===== config.mk =====
export PLATFORM = sky130hd
export DESIGN_NAME = tmux_fir
export DESIGN_NICKNAME = d
export VERILOG_FILES = /design/src/rtl/tmux_fir_pkg.sv /design/src/rtl/tmux_fir_seq.sv /design/src/rtl/tmux_fir_coef.sv /design/src/rtl/tmux_fir_hist.sv /design/src/rtl/tmux_fir_mac.sv /design/src/rtl/tmux_fir.sv
export SDC_FILE = /design/constraint.sdc
export NUM_CORES = 1
export LEC_CHECK = 0
export BUFFER_PORTS_ARGS = -buffer_cell sky130_fd_sc_hd__buf_2
export CAP_MARGIN = 20
export CORE_ASPECT_RATIO = 1.75
export CORE_MARGIN = 5
export CORE_UTILIZATION = 55
export DETAILED_ROUTE_END_ITERATION = 10
export PLACE_DENSITY = 0.72
export SKIP_LAST_GASP = 1
export SYNTH_ARGS = -nofsm -noshare
export SYNTH_HDL_FRONTEND = slang
export SYNTH_SLANG_ARGS = --single-unit

===== constraint.sdc =====
create_clock -name clk -period 10.3 [get_ports clk]
set_input_delay 0.515 -clock clk [delete_from_list [all_inputs] [get_ports clk]]
set_output_delay 0.515 -clock clk [all_outputs]
set_load 0.01 [all_outputs]

===== src/rtl/tmux_fir_pkg.sv =====
package tmux_fir_pkg;

   // Sequencer phases: fill the coefficient store, one accumulate pass, one rearm step
   typedef enum logic [1:0] {
      ST_LOAD  = 2'd0,
      ST_STEP  = 2'd1,
      ST_REARM = 2'd2
   } seq_state_t;

endpackage


===== src/rtl/tmux_fir_seq.sv =====
module tmux_fir_seq
   import tmux_fir_pkg::*;
#(
   parameter int TAPS = 16,
   parameter int AW   = 4
) (
   input  logic          clk,
   input  logic          rst_n,
   output logic [AW-1:0] addr,
   output logic          coef_we,
   output logic          acc_clr,
   output logic          take,
   output logic          last_step
);

   localparam logic [AW-1:0] LAST = AW'(TAPS - 1);

   seq_state_t st_q;
   logic [AW-1:0] addr_q;

   always_ff @(posedge clk or negedge rst_n) begin
      if (!rst_n) begin
         st_q   <= ST_LOAD;
         addr_q <= '0;
      end else begin
         case (st_q)
            ST_LOAD, ST_STEP: begin
               if (addr_q == LAST) begin
                  st_q   <= ST_REARM;
                  addr_q <= '0;
               end else begin
                  addr_q <= addr_q + 1'b1;
               end
            end
            ST_REARM: begin
               st_q   <= ST_STEP;
               addr_q <= '0;
            end
            default: begin
               st_q   <= ST_LOAD;
               addr_q <= '0;
            end
         endcase
      end
   end

   assign addr      = addr_q;
   assign coef_we   = (st_q == ST_LOAD);
   assign acc_clr   = (st_q != ST_STEP);
   assign take      = (st_q == ST_REARM);
   assign last_step = (st_q == ST_STEP) && (addr_q == LAST);

endmodule


===== src/rtl/tmux_fir_coef.sv =====
module tmux_fir_coef #(
   parameter int TAPS   = 16,
   parameter int COEF_W = 6,
   parameter int AW     = 4
) (
   input  logic                     clk,
   input  logic                     rst_n,
   input  logic                     we,
   input  logic [AW-1:0]            addr,
   input  logic signed [COEF_W-1:0] wdata,
   output logic signed [COEF_W-1:0] rdata
);

   logic signed [COEF_W-1:0] mem [TAPS];

   for (genvar k = 0; k < TAPS; k++) begin : g_word
      always_ff @(posedge clk or negedge rst_n) begin
         if (!rst_n) begin
            mem[k] <= '0;
         end else if (we && (addr == AW'(k))) begin
            mem[k] <= wdata;
         end
      end
   end

   assign rdata = mem[addr];

endmodule


===== src/rtl/tmux_fir_hist.sv =====
module tmux_fir_hist #(
   parameter int TAPS   = 16,
   parameter int SAMP_W = 6,
   parameter int AW     = 4
) (
   input  logic                     clk,
   input  logic                     rst_n,
   input  logic                     shift,
   input  logic signed [SAMP_W-1:0] din,
   input  logic [AW-1:0]            addr,
   output logic signed [SAMP_W-1:0] dout
);

   // stage k holds the sample that is k samples old
   logic signed [SAMP_W-1:0] stage [TAPS];

   for (genvar k = 0; k < TAPS; k++) begin : g_stage
      if (k == 0) begin : g_head
         always_ff @(posedge clk or negedge rst_n) begin
            if (!rst_n)     stage[k] <= '0;
            else if (shift) stage[k] <= din;
         end
      end else begin : g_body
         always_ff @(posedge clk or negedge rst_n) begin
            if (!rst_n)     stage[k] <= '0;
            else if (shift) stage[k] <= stage[k-1];
         end
      end
   end

   assign dout = stage[addr];

endmodule


===== src/rtl/tmux_fir_mac.sv =====
module tmux_fir_mac #(
   parameter int COEF_W = 6,
   parameter int SAMP_W = 6,
   parameter int PROD_W = 12,
   parameter int ACC_W  = 18
) (
   input  logic                     clk,
   input  logic                     rst_n,
   input  logic signed [COEF_W-1:0] coef,
   input  logic signed [SAMP_W-1:0] samp,
   input  logic                     acc_clr,
   input  logic                     last_step,
   input  logic                     take,
   output logic signed [ACC_W-1:0]  y,
   output logic                     y_vld
);

   localparam int FULL_W = COEF_W + SAMP_W;

   logic signed [FULL_W-1:0] full_p;
   logic signed [PROD_W-1:0] prod;
   logic signed [ACC_W-1:0]  prod_ext;
   logic signed [ACC_W-1:0]  acc_q;
   logic signed [ACC_W-1:0]  acc_nxt;
   logic                     pass_done_q;

   assign full_p = coef * samp;

   // product width variant: keep every bit, or keep the low PROD_W bits
   if (PROD_W >= FULL_W) begin : g_prod_full
      assign prod = PROD_W'(full_p);
   end else begin : g_prod_cut
      assign prod = full_p[PROD_W-1:0];
   end

   assign prod_ext = ACC_W'(prod);
   assign acc_nxt  = acc_clr ? '0 : (acc_q + prod_ext);

   always_ff @(posedge clk or negedge rst_n) begin
      if (!rst_n) acc_q <= '0;
      else        acc_q <= acc_nxt;
   end

   // a sum is ready only once a whole accumulate pass has run
   always_ff @(posedge clk or negedge rst_n) begin
      if (!rst_n)         pass_done_q <= 1'b0;
      else if (last_step) pass_done_q <= 1'b1;
      else if (take)      pass_done_q <= 1'b0;
   end

   always_ff @(posedge clk or negedge rst_n) begin
      if (!rst_n) begin
         y     <= '0;
         y_vld <= 1'b0;
      end else begin
         y_vld <= take && pass_done_q;
         if (take && pass_done_q) y <= acc_q;
      end
   end

endmodule


===== src/rtl/tmux_fir.sv =====
module tmux_fir #(
   parameter int TAPS   = 16,
   parameter int COEF_W = 6,
   parameter int SAMP_W = 6,
   parameter int PROD_W = 12,
   parameter int ACC_W  = 18
) (
   input  logic                     clk,
   input  logic                     rst_n,
   input  logic signed [COEF_W-1:0] coef_in,
   input  logic signed [SAMP_W-1:0] samp_in,
   output logic                     take_sample,
   output logic signed [ACC_W-1:0]  y,
   output logic                     y_vld
);

   localparam int AW = (TAPS > 1) ? $clog2(TAPS) : 1;

   if (TAPS < 2) begin : g_bad_taps
      $error("tmux_fir: TAPS must be at least 2");
   end
   if (ACC_W <= PROD_W) begin : g_bad_acc
      $error("tmux_fir: ACC_W must exceed PROD_W");
   end
   if (COEF_W < 2 || SAMP_W < 2) begin : g_bad_in
      $error("tmux_fir: operand widths must be at least 2");
   end

   logic [AW-1:0]            addr;
   logic                     coef_we;
   logic                     acc_clr;
   logic                     last_step;
   logic signed [COEF_W-1:0] coef_rd;
   logic signed [SAMP_W-1:0] samp_rd;

   tmux_fir_seq #(.TAPS(TAPS), .AW(AW)) u_seq (
      .clk       (clk),
      .rst_n     (rst_n),
      .addr      (addr),
      .coef_we   (coef_we),
      .acc_clr   (acc_clr),
      .take      (take_sample),
      .last_step (last_step)
   );

   tmux_fir_coef #(.TAPS(TAPS), .COEF_W(COEF_W), .AW(AW)) u_coef (
      .clk   (clk),
      .rst_n (rst_n),
      .we    (coef_we),
      .addr  (addr),
      .wdata (coef_in),
      .rdata (coef_rd)
   );

   tmux_fir_hist #(.TAPS(TAPS), .SAMP_W(SAMP_W), .AW(AW)) u_hist (
      .clk   (clk),
      .rst_n (rst_n),
      .shift (take_sample),
      .din   (samp_in),
      .addr  (addr),
      .dout  (samp_rd)
   );

   tmux_fir_mac #(.COEF_W(COEF_W), .SAMP_W(SAMP_W), .PROD_W(PROD_W), .ACC_W(ACC_W)) u_mac (
      .clk       (clk),
      .rst_n     (rst_n),
      .coef      (coef_rd),
      .samp      (samp_rd),
      .acc_clr   (acc_clr),
      .last_step (last_step),
      .take      (take_sample),
      .y         (y),
      .y_vld     (y_vld)
   );

endmodule


==> results of run 1 <==
==> cell type report <==
| cell class | count | area, µm² | area share |
|---|---|---|---|
| multi-input combinational | 738 | 6000 | 0.444 |
| sequential | 236 | 5910 | 0.438 |
| clock buffer | 29 | 617 | 0.0457 |
| tap | 296 | 370 | 0.0274 |
| timing repair buffer | 43 | 293 | 0.0217 |
| clock inverter | 10 | 170 | 0.0126 |
| inverter | 37 | 139 | 0.0103 |
| antenna | 1 | 2.50 | 0.000185 |
==> cell usage in the layout, fill, tap and decap left out, types with 12 or more instances in the layout <==
master / n
nand2_1: 307
dfrtp_1: 234
mux2_2: 114
mux4_2: 59
ha_1: 43
inv_1: 36
buf_2: 32
nor2_1: 29
fa_1: 27
and2_1: 23
clkbuf_16: 22
nand3_1: 17
xnor2_1: 15
nor3_1: 15
a21o_1: 14
a21oi_1: 12
==> worst min-delay path: stages <==
cell	delay [ns]
buf_2	0.07
nand2_1	0.04
nand2_1	0.05
==> sequential cells by signal (all words and copies together), names as in the netlist <==
signal / count
u_seq.addr: 4
u_seq.st_q: 2
u_mac.y: 18
u_mac.acc_q: 18
u_hist.stage: 96
u_coef.mem: 96
u_mac.pass_done_q: 1
u_mac.y_vld: 1
==> stage by stage <==
step           cells   util
2_1_floorplan   1058      -
3_3_place_gp    1347  0.573
3_5_place_dp    1347  0.573
4_1_cts         1387  0.609
5_1_grt         1389  0.612
6_report        1390  0.612
==> layer usage <==
layer	vias to the layer above	wire length (µm)	GRT usage
li1	3635	-	-
met1	4006	9510	0.247
met2	145	13900	0.372
met3	41	927	0.0245
met4	0	676	0.0630
met5	-	0	0
==> logic make-up (layout without fill, tap and decap cells) <==
kind of cell / Yosys count / after routing / synth area share
other cells: 0 / 1 / 0
simple gates: 416 / 416 / 0.141
xor+xnor: 22 / 22 / 0.0157
buf+inv: 84 / 119 / 0.0302
mux: 174 / 174 / 0.214
flops: 236 / 236 / 0.481
compound gates: 56 / 56 / 0.0301
fa+ha+maj: 70 / 70 / 0.0879
==> worst paths after layout <==
| path | startpoint | to | slack [ns] | cells after the start |
|---|---|---|---|---|
| setup / recovery | u_seq.addr[0] | u_mac.acc_q[14] | 2.28 | 22 |
| hold / removal | samp_in[0] | u_hist.stage[90] | 0.19 | 3 |
| setup reg to reg | u_seq.addr[0] | u_mac.acc_q[14] | 2.28 | 22 |
| hold reg to reg | u_hist.stage[0] | u_hist.stage[0] | 0.47 | 2 |
| max in group asynchronous | rst_n | u_seq.addr[0] | 8.21 | 3 |
| min in group asynchronous | rst_n | u_mac.acc_q[15] | 0.55 | 2 |
==> report_power, final <==
part / internal [mW] / switching (mW) / total [mW]
combinational: 0.126 / 0.143 / 0.269
sequential: 1.02 / 0.0466 / 1.06
clock: 0.524 / 0.348 / 0.873
==> summary.txt, run 1 <==
Status
  • Status: complete, no violations

Worst setup path
  • Critical path's top delay family: adder cells
  • Master of the slowest instance on the critical path: dfrtp_4
  • Worst setup EP type: register
  • Crit-path cells: buf_16, mux4_2, mux4_2, nand2_1, inv_1, fa_1, inv_1, fa_1, inv_1, fa_1, fa_1, ha_1, a21o_1, a221o_1, o41ai_1, xnor2_1, ha_1, and3_1, a311oi_1, a21oi_1, nor3_1, nor3_1
  • Most frequent CP cell: fa_1
  • CP bufs+invs: 4
  • CP max stage delay: 0.70 ns
  • Worst path required time: 10.66 ns
  • CP Class: reg2reg
  • Max Fanout on Critical Path: 32
  • Critical Path Start Type: register
  • Worst EP arrival: 8.38 ns

Route
  • Antenna Nets Post-Route: 0
  • DR pass1 iterations: 7
  • DR iter-0 viols: 395
  • Via density: 5.63
  • Residual DRC count: 0
  • Wire length per cell: 18.0 µm
  • Post-Route WL: 25.0 mm
  • Routed via count: 7827

STA
  • Fin Clk Skew: 0.0301 ns
  • Tcrit/Tclk final: 0.779
  • Hold Vio Cnt, Final: 0
  • Worst Tran Pin Value: 1.07 ns
  • RSZ-0062 raised after global routing: false
  • Final setup fails: 0
  • Fmax: 0.125 GHz
  • Slew headroom: 0.282
  • Slew Viols, Final: 0
  • Final setup margin: 2.28 ns
  • Fin Hold WS: 0.185 ns
  • Setup TNS: 0 ns
  • Crit path time final: 8.02 ns

Place
  • Placed instance area: 12600 µm²
  • Detailed Place HPWL: 17.2 mm
  • Pre-CTS setup slack: 2.09 ns
  • Port bufs: 33
  • GP Congestion: 0.850

Floorplanning
  • Initial cell density of the core: 0.556
  • Row count: 72
  • I/O pins: 34
  • Chip Width: 123 µm
  • Core Area: 22100 µm²
  • Area of the die: 25500 µm²
  • Die H: 208 µm

Yosys
  • Yosys warns: 0
  • Post-synth top cells: nand2_1 (307), dfrtp_1 (236), mux2_2 (114)
  • EDFF count, synth: 0
  • Mapped Avg Cell Area: 11.6 µm²
  • Top post-synthesis cells by area: dfrtp_1 (48%), mux4_2 (11%), mux2_2 (10%)
  • Primary FF master, synth: dfrtp_1
  • Yosys top cell area share: 0.481
  • Syn nets: 1142
  • Async SR Flop Fraction: 1.00
  • Synth Register Bits: 236
  • Seq/Total Area, Yosys: 0.481
  • Syn Std Cell Area: 12300 µm²
  • Count leader, synth: nand2_1
  • Post-synth cell types: 46
  • Area leader, netlist: dfrtp_1
  • Mapped Cells: 1058

Flow run
  • Max cap viols: 0

Global routing
  • Global-route wire length before repair: 41.5 mm
  • Antenna violations before repair: 1
  • Total grt overflow: 0
  • Largest net degree at the start of global routing: 97
  • Total Routing Usage GR: 0.204
  • Via count of the first global-routing pass: 8110

Worst hold path
  • Hold Path Class: in2reg

Clock network
  • Clock sinks: 236
  • CTS Hold Bufs: 1
  • Htree depth: 1
  • CTS Buf Count: 22
  • CTS tree: done
  • Post-CTS Setup Inserts: 0
  • CTS Root Cell: clkbuf_16
  • Resized cells post-CTS: 0
  • Clock slew at reported path FFs: 0.07 ns
  • Worst skew pair latency: 0.52 ns
  • Clock Tree Buf Depth: 3

Power and ir drop
  • Pwr dens: 163 nW/µm²
  • Maximum VDD drop: 92.2 µV
  • Leak Pwr: 6.69 nW
  • Total power: 2.20 mW

Final layout
  • Layout cells sized above 1: 0.235
  • Layout fillers: 1729
  • Layout Nets: 1162
  • Final Instance Area: 13500 µm²
  • Area Growth Syn to Fin: 10.1%
Power figures use the tool's default switching activity.
==> run 2: changes to the inputs <==
ABC_AREA = 1   (was default)
PLACE_DENSITY = 0.74   (was 0.72)
clock period = 6.7 ns   (was 10.3 ns; I/O delays follow)
==> summary.txt, run 2 <==
Yosys
  • Synth Register Bits: 236 (unchanged)
  • Seq/Total Area, Yosys: 0.467 (-0.0144)
  • Syn Std Cell Area: 12600 µm² (+3.1%)
  • Yosys warns: 0 (unchanged)
  • Mapped Avg Cell Area: 8.16 µm² (-30%)
  • Post-synth top cells: nand2_1 (450), dfrtp_1 (236), o21ai_0 (169)
  • Count leader, synth: nand2_1
  • Mapped Cells: 1550 (+47%)
  • EDFF count, synth: 0 (unchanged)
  • Syn nets: 1634 (+43%)
  • Post-synth cell types: 37 (-20%)
  • Primary FF master, synth: dfrtp_1
  • Yosys top cell area share: 0.467 (-0.0144)
  • Area leader, netlist: dfrtp_1
  • Top post-synthesis cells by area: dfrtp_1 (47%), nand2_1 (13%), o21ai_0 (6.7%)
  • Async SR Flop Fraction: 1.00 (unchanged)

Worst hold path
  • Worst Hold End: u_hist.stage[90]
  • Hold Path Origin: samp_in[0]
  • Hold Crit Depth: 3 (unchanged)
  • Hold Path Class: in2reg

Clock network
  • Htree depth: 1 (unchanged)
  • CTS tree: done
  • CTS Root Cell: clkbuf_16
  • Clock slew at reported path FFs: 0.07 ns (about the same)
  • CTS Buf Count: 22 (unchanged)
  • Post-CTS Setup Inserts: 0 (unchanged)
  • Clock sinks: 236 (unchanged)
  • Worst skew pair latency: 0.51 ns (about the same)
  • Clock Tree Buf Depth: 3 (unchanged)

Power and ir drop
  • NetSw: 0.917 mW (+70%)
  • Seq pwr share: 0.487 (+0.005)
  • Switching share of power: 0.271 (+0.0270)
  • Clock power share: 0.381 (-0.015)
  • Pwr dens: 246 nW/µm² (+51%)
  • Int Pwr: 2.46 mW (+48%)
  • Maximum VDD drop: 213 µV (+130%)
  • Combinational power share: 0.132 (+0.010)
  • Leak Pwr: 6.82 nW (+2.0%)

STA
  • Tcrit/Tclk final: 0.943 (+0.164)
  • Hold Vio Cnt, Final: 0 (unchanged)
  • Fin Hold WS: 0.0171 ns (-0.168 ns)
  • Fmax: 0.158 GHz (+27%)
  • Slew headroom: 0.317 (+0.0348)
  • Fin Clk Skew: 0.0103 ns (-0.0198 ns)
  • Final setup fails: 0 (unchanged)
  • Slew Viols, Final: 0 (unchanged)
  • Setup TNS: 0 ns (unchanged)
  • Worst Tran Pin Value: 1.02 ns (-0.0445 ns)
  • RSZ-0062 raised after global routing: false
  • Crit path time final: 6.32 ns (-1.70 ns)

Global routing
  • Grt met1 use: 0.264 (+0.0164)
  • Total grt overflow: 0 (unchanged)
  • GR Util met2: 0.413 (+0.0413)
  • Met3 usage: 0.0241 (-0.000449)
  • Total Routing Usage GR: 0.227 (+0.0233)
  • Global-route wire length before repair: 49.7 mm (+20%)
  • Largest net degree at the start of global routing: 123 (+27%)
  • Via count of the first global-routing pass: 10363 (+28%)
  • Busiest grt layer: met2
  • Antenna violations before repair: 0 (-1)

Worst setup path
  • R2r startpoint: u_seq.addr[0]
  • Critical Path Start Type: register
  • CP Class: reg2reg
  • Critical path's top delay family: adder cells
  • Worst EP arrival: 6.75 ns (-1.63 ns)
  • RR Endpoint: u_mac.acc_q[17]
  • CP bufs+invs: 6 (+2)
  • R2r setup slk: 0.38 ns (-1.90 ns)
  • Worst setup EP type: register
  • Master of the slowest instance on the critical path: fa_1
  • Most frequent CP cell: nand2_1
  • Worst path required time: 7.14 ns (-3.52 ns)
  • FF-to-FF path depth: 30 (+36%)
  • Max Fanout on Critical Path: 37 (+16%)
  • CP max stage delay: 0.58 ns (-0.12 ns)

Final layout
  • Area Growth Syn to Fin: 8.62%
  • Storage cell area: 5910 µm² (about the same)
  • Regs by FF count: u_coef.mem (96), u_hist.stage (96)
  • Layout fillers: 2005 (+16%)
  • Layout Nets: 1635 (+41%)
  • Multi-input logic area: 5750 µm² (-4.1%)
  • Most frequent cells in the layout: nand2_1 (449), dfrtp_1 (235), o21ai_0 (168)
  • Antenna cells: 0 (-1)
  • Most common cell after layout, fill and taps aside: nand2_1
  • Layout cells sized above 1: 0.0894 (-0.146)

Route
  • DR iter-0 viols: 687 (+74%)
  • Post-Route WL: 29.7 mm (+19%)
  • DR pass1 iterations: 5 (-2)
  • Routed via count: 10184 (+30%)
  • Via density: 5.46 (-3.1%)
  • Wire length per cell: 15.9 µm (-11%)
  • Antenna Nets Post-Route: 0 (unchanged)
  • Residual DRC count: 0 (unchanged)

Flow run
  • Max cap viols: 0 (unchanged)

Floorplanning
  • I/O pins: 34 (unchanged)
  • Chip Width: 125 µm (+1.4%)
  • Core Area: 22700 µm² (+3.0%)
  • Initial cell density of the core: 0.556 (about the same)
  • Area of the die: 26200 µm² (+2.9%)
  • Die H: 211 µm (+1.5%)
  • Row count: 73 (+1.4%)

Place
  • Port bufs: 33 (unchanged)
  • Detailed Place HPWL: 20.6 mm (+20%)
  • GP Congestion: 0.885 (+4.2%)

Status
  • Status: complete, no violations
## run 2: cell types whose count changed after synthesis, sizes merged, moves of 9 or more
cell	before	now
o21ai	12	286
and2	24	0
clkbuf	32	23
a21oi	12	79
nand2	307	450
o22ai	0	25
a21o	14	1
nor2	29	127
nor3	15	2
mux4	59	0
inv	37	139
buf	15	59
mux2	114	0
## run 2: cells by family after synthesis
kind of cell / after synthesis / share of synthesized area
xor gates and xnor gates: 11 / 0.00762
AOI/OAI and AO/OA: 404 / 0.166
DFF: 236 / 0.467
and+or+nand+nor: 607 / 0.194
adders and majority gates: 70 / 0.0853
buffers and inverters: 222 / 0.0798
## run 2: power groups by stage
stage | Sequential, mW | Clock [mW] | Combinational (mW)
finish | 1.65 | 1.29 | 0.445
global route | 1.66 | 1.36 | 0.507
CTS | 1.65 | 1.30 | 0.446
detailed placement | 1.67 | 0 | 0.443
global placement | 1.67 | 0 | 0.429
floorplan | 1.67 | 0 | 0.263
## run 2: stage by stage
| step | total power [mW] | instance area, µm² | worst slack [ns] | cells | util |
|---|---|---|---|---|---|
| CTS | 3.40 | 13700 | 0.250 | 1866 | 0.603 |
| floorplan | 1.94 | 12600 | 0.894 | 1550 | - |
| finish | 3.38 | 13700 | 0.382 | 1866 | 0.604 |
| global route | 3.53 | 13700 | 0.00300 | 1866 | 0.604 |
| detailed placement | 2.12 | 13000 | 0.263 | 1826 | 0.570 |
| global placement | 2.10 | 13000 | 0.377 | 1826 | 0.570 |
## run 2: worst register-to-register path: cells and delay by family (launching register included)
kind                       cells  cell delay, ns
buffers and inverters          6            0.77
and+or+nand+nor               13            1.66
DFF                            1            0.47
xor gates and xnor gates       1            0.13
adders and majority gates      6            2.65
AOI/OAI and AO/OA              4            0.59
## run 2: what timing repair did
item	in CTS	in global routing
setup endpoints to repair	0	6
endpoints found under the hold margin	106	0
resized for setup	0	6
hold buffers	1	0
## run 2: how the worst max path moves through the flow
stage | from | to | slack (ns) | cells after the start
CTS | u_seq.addr[0] | u_mac.acc_q[17] | 0.25 | 30
global placement | u_seq.addr[0] | u_mac.acc_q[17] | 0.38 | 30
detailed placement | u_seq.addr[0] | u_mac.acc_q[17] | 0.26 | 30
floorplan | u_seq.addr[0] | u_mac.acc_q[17] | 0.89 | 28
finish | u_seq.addr[0] | u_mac.acc_q[17] | 0.38 | 30
global route | u_seq.addr[0] | u_mac.acc_q[15] | 0.003 | 28
## run 2: routing by layer
metal | vias to the layer above | part of all wire
li1 | 5010 | -
met1 | 4837 | 0.39
met2 | 249 | 0.51
met3 | 88 | 0.039
met4 | 0 | 0.053
met5 | - | 0
## run 2: area by class of cell
type / count / share of cell area
multi-input combinational: 1092 / 0.419
clock inverter: 8 / 0.00774
timing repair buffer: 59 / 0.0311
inverter: 140 / 0.0388
clock buffer: 31 / 0.0462
sequential: 236 / 0.430
tap: 300 / 0.0273
==> run 3: changes to the inputs <==
clock period = 5.3 ns   (was 6.7 ns; I/O delays follow)
==> summary.txt, run 3 (same netlist as run 2, synthesis figures left out) <==
Route
  • Routed via count: 11416 (+12%)
  • DR iter-0 viols: 913 (+33%)
  • Wire length per cell: 18.2 µm (+14%)
  • Post-Route WL: 36.8 mm (+24%)
  • Residual DRC count: 0 (unchanged)
  • Via density: 5.65 (+3.4%)
  • DR pass1 iterations: 7 (+2)
  • Antenna Nets Post-Route: 0 (unchanged)

Worst setup path
  • R2r setup slk: -0.79 ns (-1.18 ns)
  • Critical Path Start Type: register
  • Max Fanout on Critical Path: 15 (-59%)
  • Worst path required time: 5.76 ns (-1.38 ns)
  • CP Class: reg2reg
  • Worst EP arrival: 6.55 ns (-0.20 ns)
  • Worst setup EP type: register

Power and ir drop
  • Leak Pwr: 7.80 nW (+14%)
  • Maximum VDD drop: 238 µV (+11%)
  • Pwr dens: 299 nW/µm² (+21%)
  • Total power: 4.79 mW (+42%)

Global routing
  • Global-route wire length before repair: 59.3 mm (+19%)
  • Total Routing Usage GR: 0.277 (+0.0499)
  • Antenna violations before repair: 0 (unchanged)
  • Largest net degree at the start of global routing: 138 (+12%)
  • Total grt overflow: 0 (unchanged)
  • Via count of the first global-routing pass: 11688 (+13%)

Floorplanning
  • Area of the die: 26200 µm² (unchanged)
  • Initial cell density of the core: 0.556 (unchanged)
  • Chip Width: 125 µm (unchanged)
  • I/O pins: 34 (unchanged)
  • Core Area: 22700 µm² (unchanged)
  • Row count: 73 (unchanged)
  • Die H: 211 µm (unchanged)

Final layout
  • Layout Nets: 1789 (+9.4%)
  • Layout cells sized above 1: 0.232 (+0.142)
  • Regs by FF count: u_coef.mem (96), u_hist.stage (96)
  • Most frequent cells in the layout: nand2_1 (431), dfrtp_1 (235), buf_4 (143)
  • Non-filler instance count after layout: 2022 (+8.4%)
  • Layout fillers: 1646 (-18%)
  • Antenna cells: 0 (unchanged)
  • Area Growth Syn to Fin: 26.7%
  • Most common cell after layout, fill and taps aside: nand2_1

STA
  • RSZ-0062 raised after global routing: true
  • Fmax: 0.164 GHz (+3.7%)
  • Crit path time final: 6.09 ns (-0.224 ns)
  • Worst Tran Pin Value: 1.05 ns (+0.0219 ns)
  • Final setup margin: -0.794 ns (-1.18 ns)
  • Final setup fails: 12 (+12)
  • Fin Hold WS: 0.249 ns (+0.232 ns)
  • Fin Clk Skew: 0.0352 ns (+0.0249 ns)
  • Tcrit/Tclk final: 1.15 (+0.207)
  • Slew Viols, Final: 0 (unchanged)
  • Slew headroom: 0.302 (-0.0146)
  • Hold Vio Cnt, Final: 0 (unchanged)

Place
  • Detailed Place HPWL: 22.3 mm (+8.1%)
  • Pre-CTS setup slack: -0.684 ns (-0.948 ns)
  • Port bufs: 33 (unchanged)
  • Inst Count DP: 1936 (+6.0%)
  • GP Congestion: 0.944 (+6.7%)

Flow run
  • Max cap viols: 0 (unchanged)

Clock network
  • Clock sinks: 236 (unchanged)
  • CTS Root Cell: clkbuf_16
  • Clock Tree Buf Depth: 3 (unchanged)
  • Clock slew at reported path FFs: 0.07 ns (about the same)
  • Worst skew pair latency: 0.57 ns (+0.06 ns)
  • CTS Buf Count: 24 (+9.1%)
  • CTS tree: done
  • Htree depth: 1 (unchanged)

Status
  • Failing checks: negative setup slack
  • Status: finished with violations

Worst hold path
  • Hold Path Class: in2reg
-- run 3: area by class of cell --
cell class              instances  area [µm²]  share of cell area
multi-input cells            1092        6490               0.405
flip-flops and latches        236        5910               0.369
repair buffers                208        1830               0.114
clock buffers                  28         626              0.0391
inverters                     140         542              0.0338
well taps                     300         375              0.0234
clock inverters                15         201              0.0126
repair inverters                3        45.0             0.00281
-- run 3: worst paths after layout --
kind / cells after the start / end / from
min reg2reg: 2 / u_mac.y[14] / u_mac.y[14]
max in group asynchronous: 3 / u_coef.mem[10] / rst_n
min: 3 / u_coef.mem[71] / coef_in[5]
min in group asynchronous: 2 / u_hist.stage[64] / rst_n
max reg2reg: 27 / u_mac.acc_q[11] / u_seq.addr[0]
max: 27 / u_mac.acc_q[11] / u_seq.addr[0]
-- run 3: power breakdown --
group / internal, mW / switching (mW) / total, mW
clock network: 1.01 / 0.779 / 1.79
logic: 0.383 / 0.497 / 0.881
registers: 1.97 / 0.146 / 2.12
total: 3.36 / 1.42 / 4.79
-- run 3: stage by stage --
step | utilization | instance area, µm² | TNS, ns
floorplan | - | 12700 | -0.224
global placement | 0.612 | 13900 | -4.71
detailed placement | 0.612 | 13900 | -6.28
CTS | 0.693 | 15800 | -4.80
global route | 0.704 | 16000 | -9.70
finish | 0.704 | 16000 | -7.16
-- run 3: worst max-delay path: stages, from the launching register on --
cell	delay [ns]
dfrtp_4	0.57
buf_12	0.20
buf_16	0.16
a21oi_1	0.17
o21ai_0	0.15
nand2_1	0.11
nand2_1	0.09
nand4_4	0.13
nand2_2	0.07
fa_1	0.50
fa_1	0.55
inv_1	0.05
fa_1	0.45
fa_1	0.51
inv_1	0.06
fa_2	0.36
o21ai_2	0.18
buf_4	0.13
xor2_1	0.13
inv_1	0.10
ha_4	0.30
nand2_4	0.07
buf_4	0.14
nor2_4	0.13
nand2_1	0.12
o2111ai_2	0.23
o21ai_0	0.13
a21oi_1	0.19
-- run 3: routing by layer --
metal / track usage / vias up / share of wire
met5: 0 / - / 0
met1: 0.308 / 5487 / 0.36
li1: - / 5331 / -
met2: 0.500 / 437 / 0.52
met3: 0.0347 / 161 / 0.052
met4: 0.175 / 0 / 0.070
-- run 3: repair_timing --
item	4_1_cts	5_1_grt
pin swaps	64	22
hold endpoints to repair	142	0
setup buffers	19	7
endpoints found under the setup margin	12	13
cloned	10	0
gates resized for setup	130	48
hold buffers	7	0
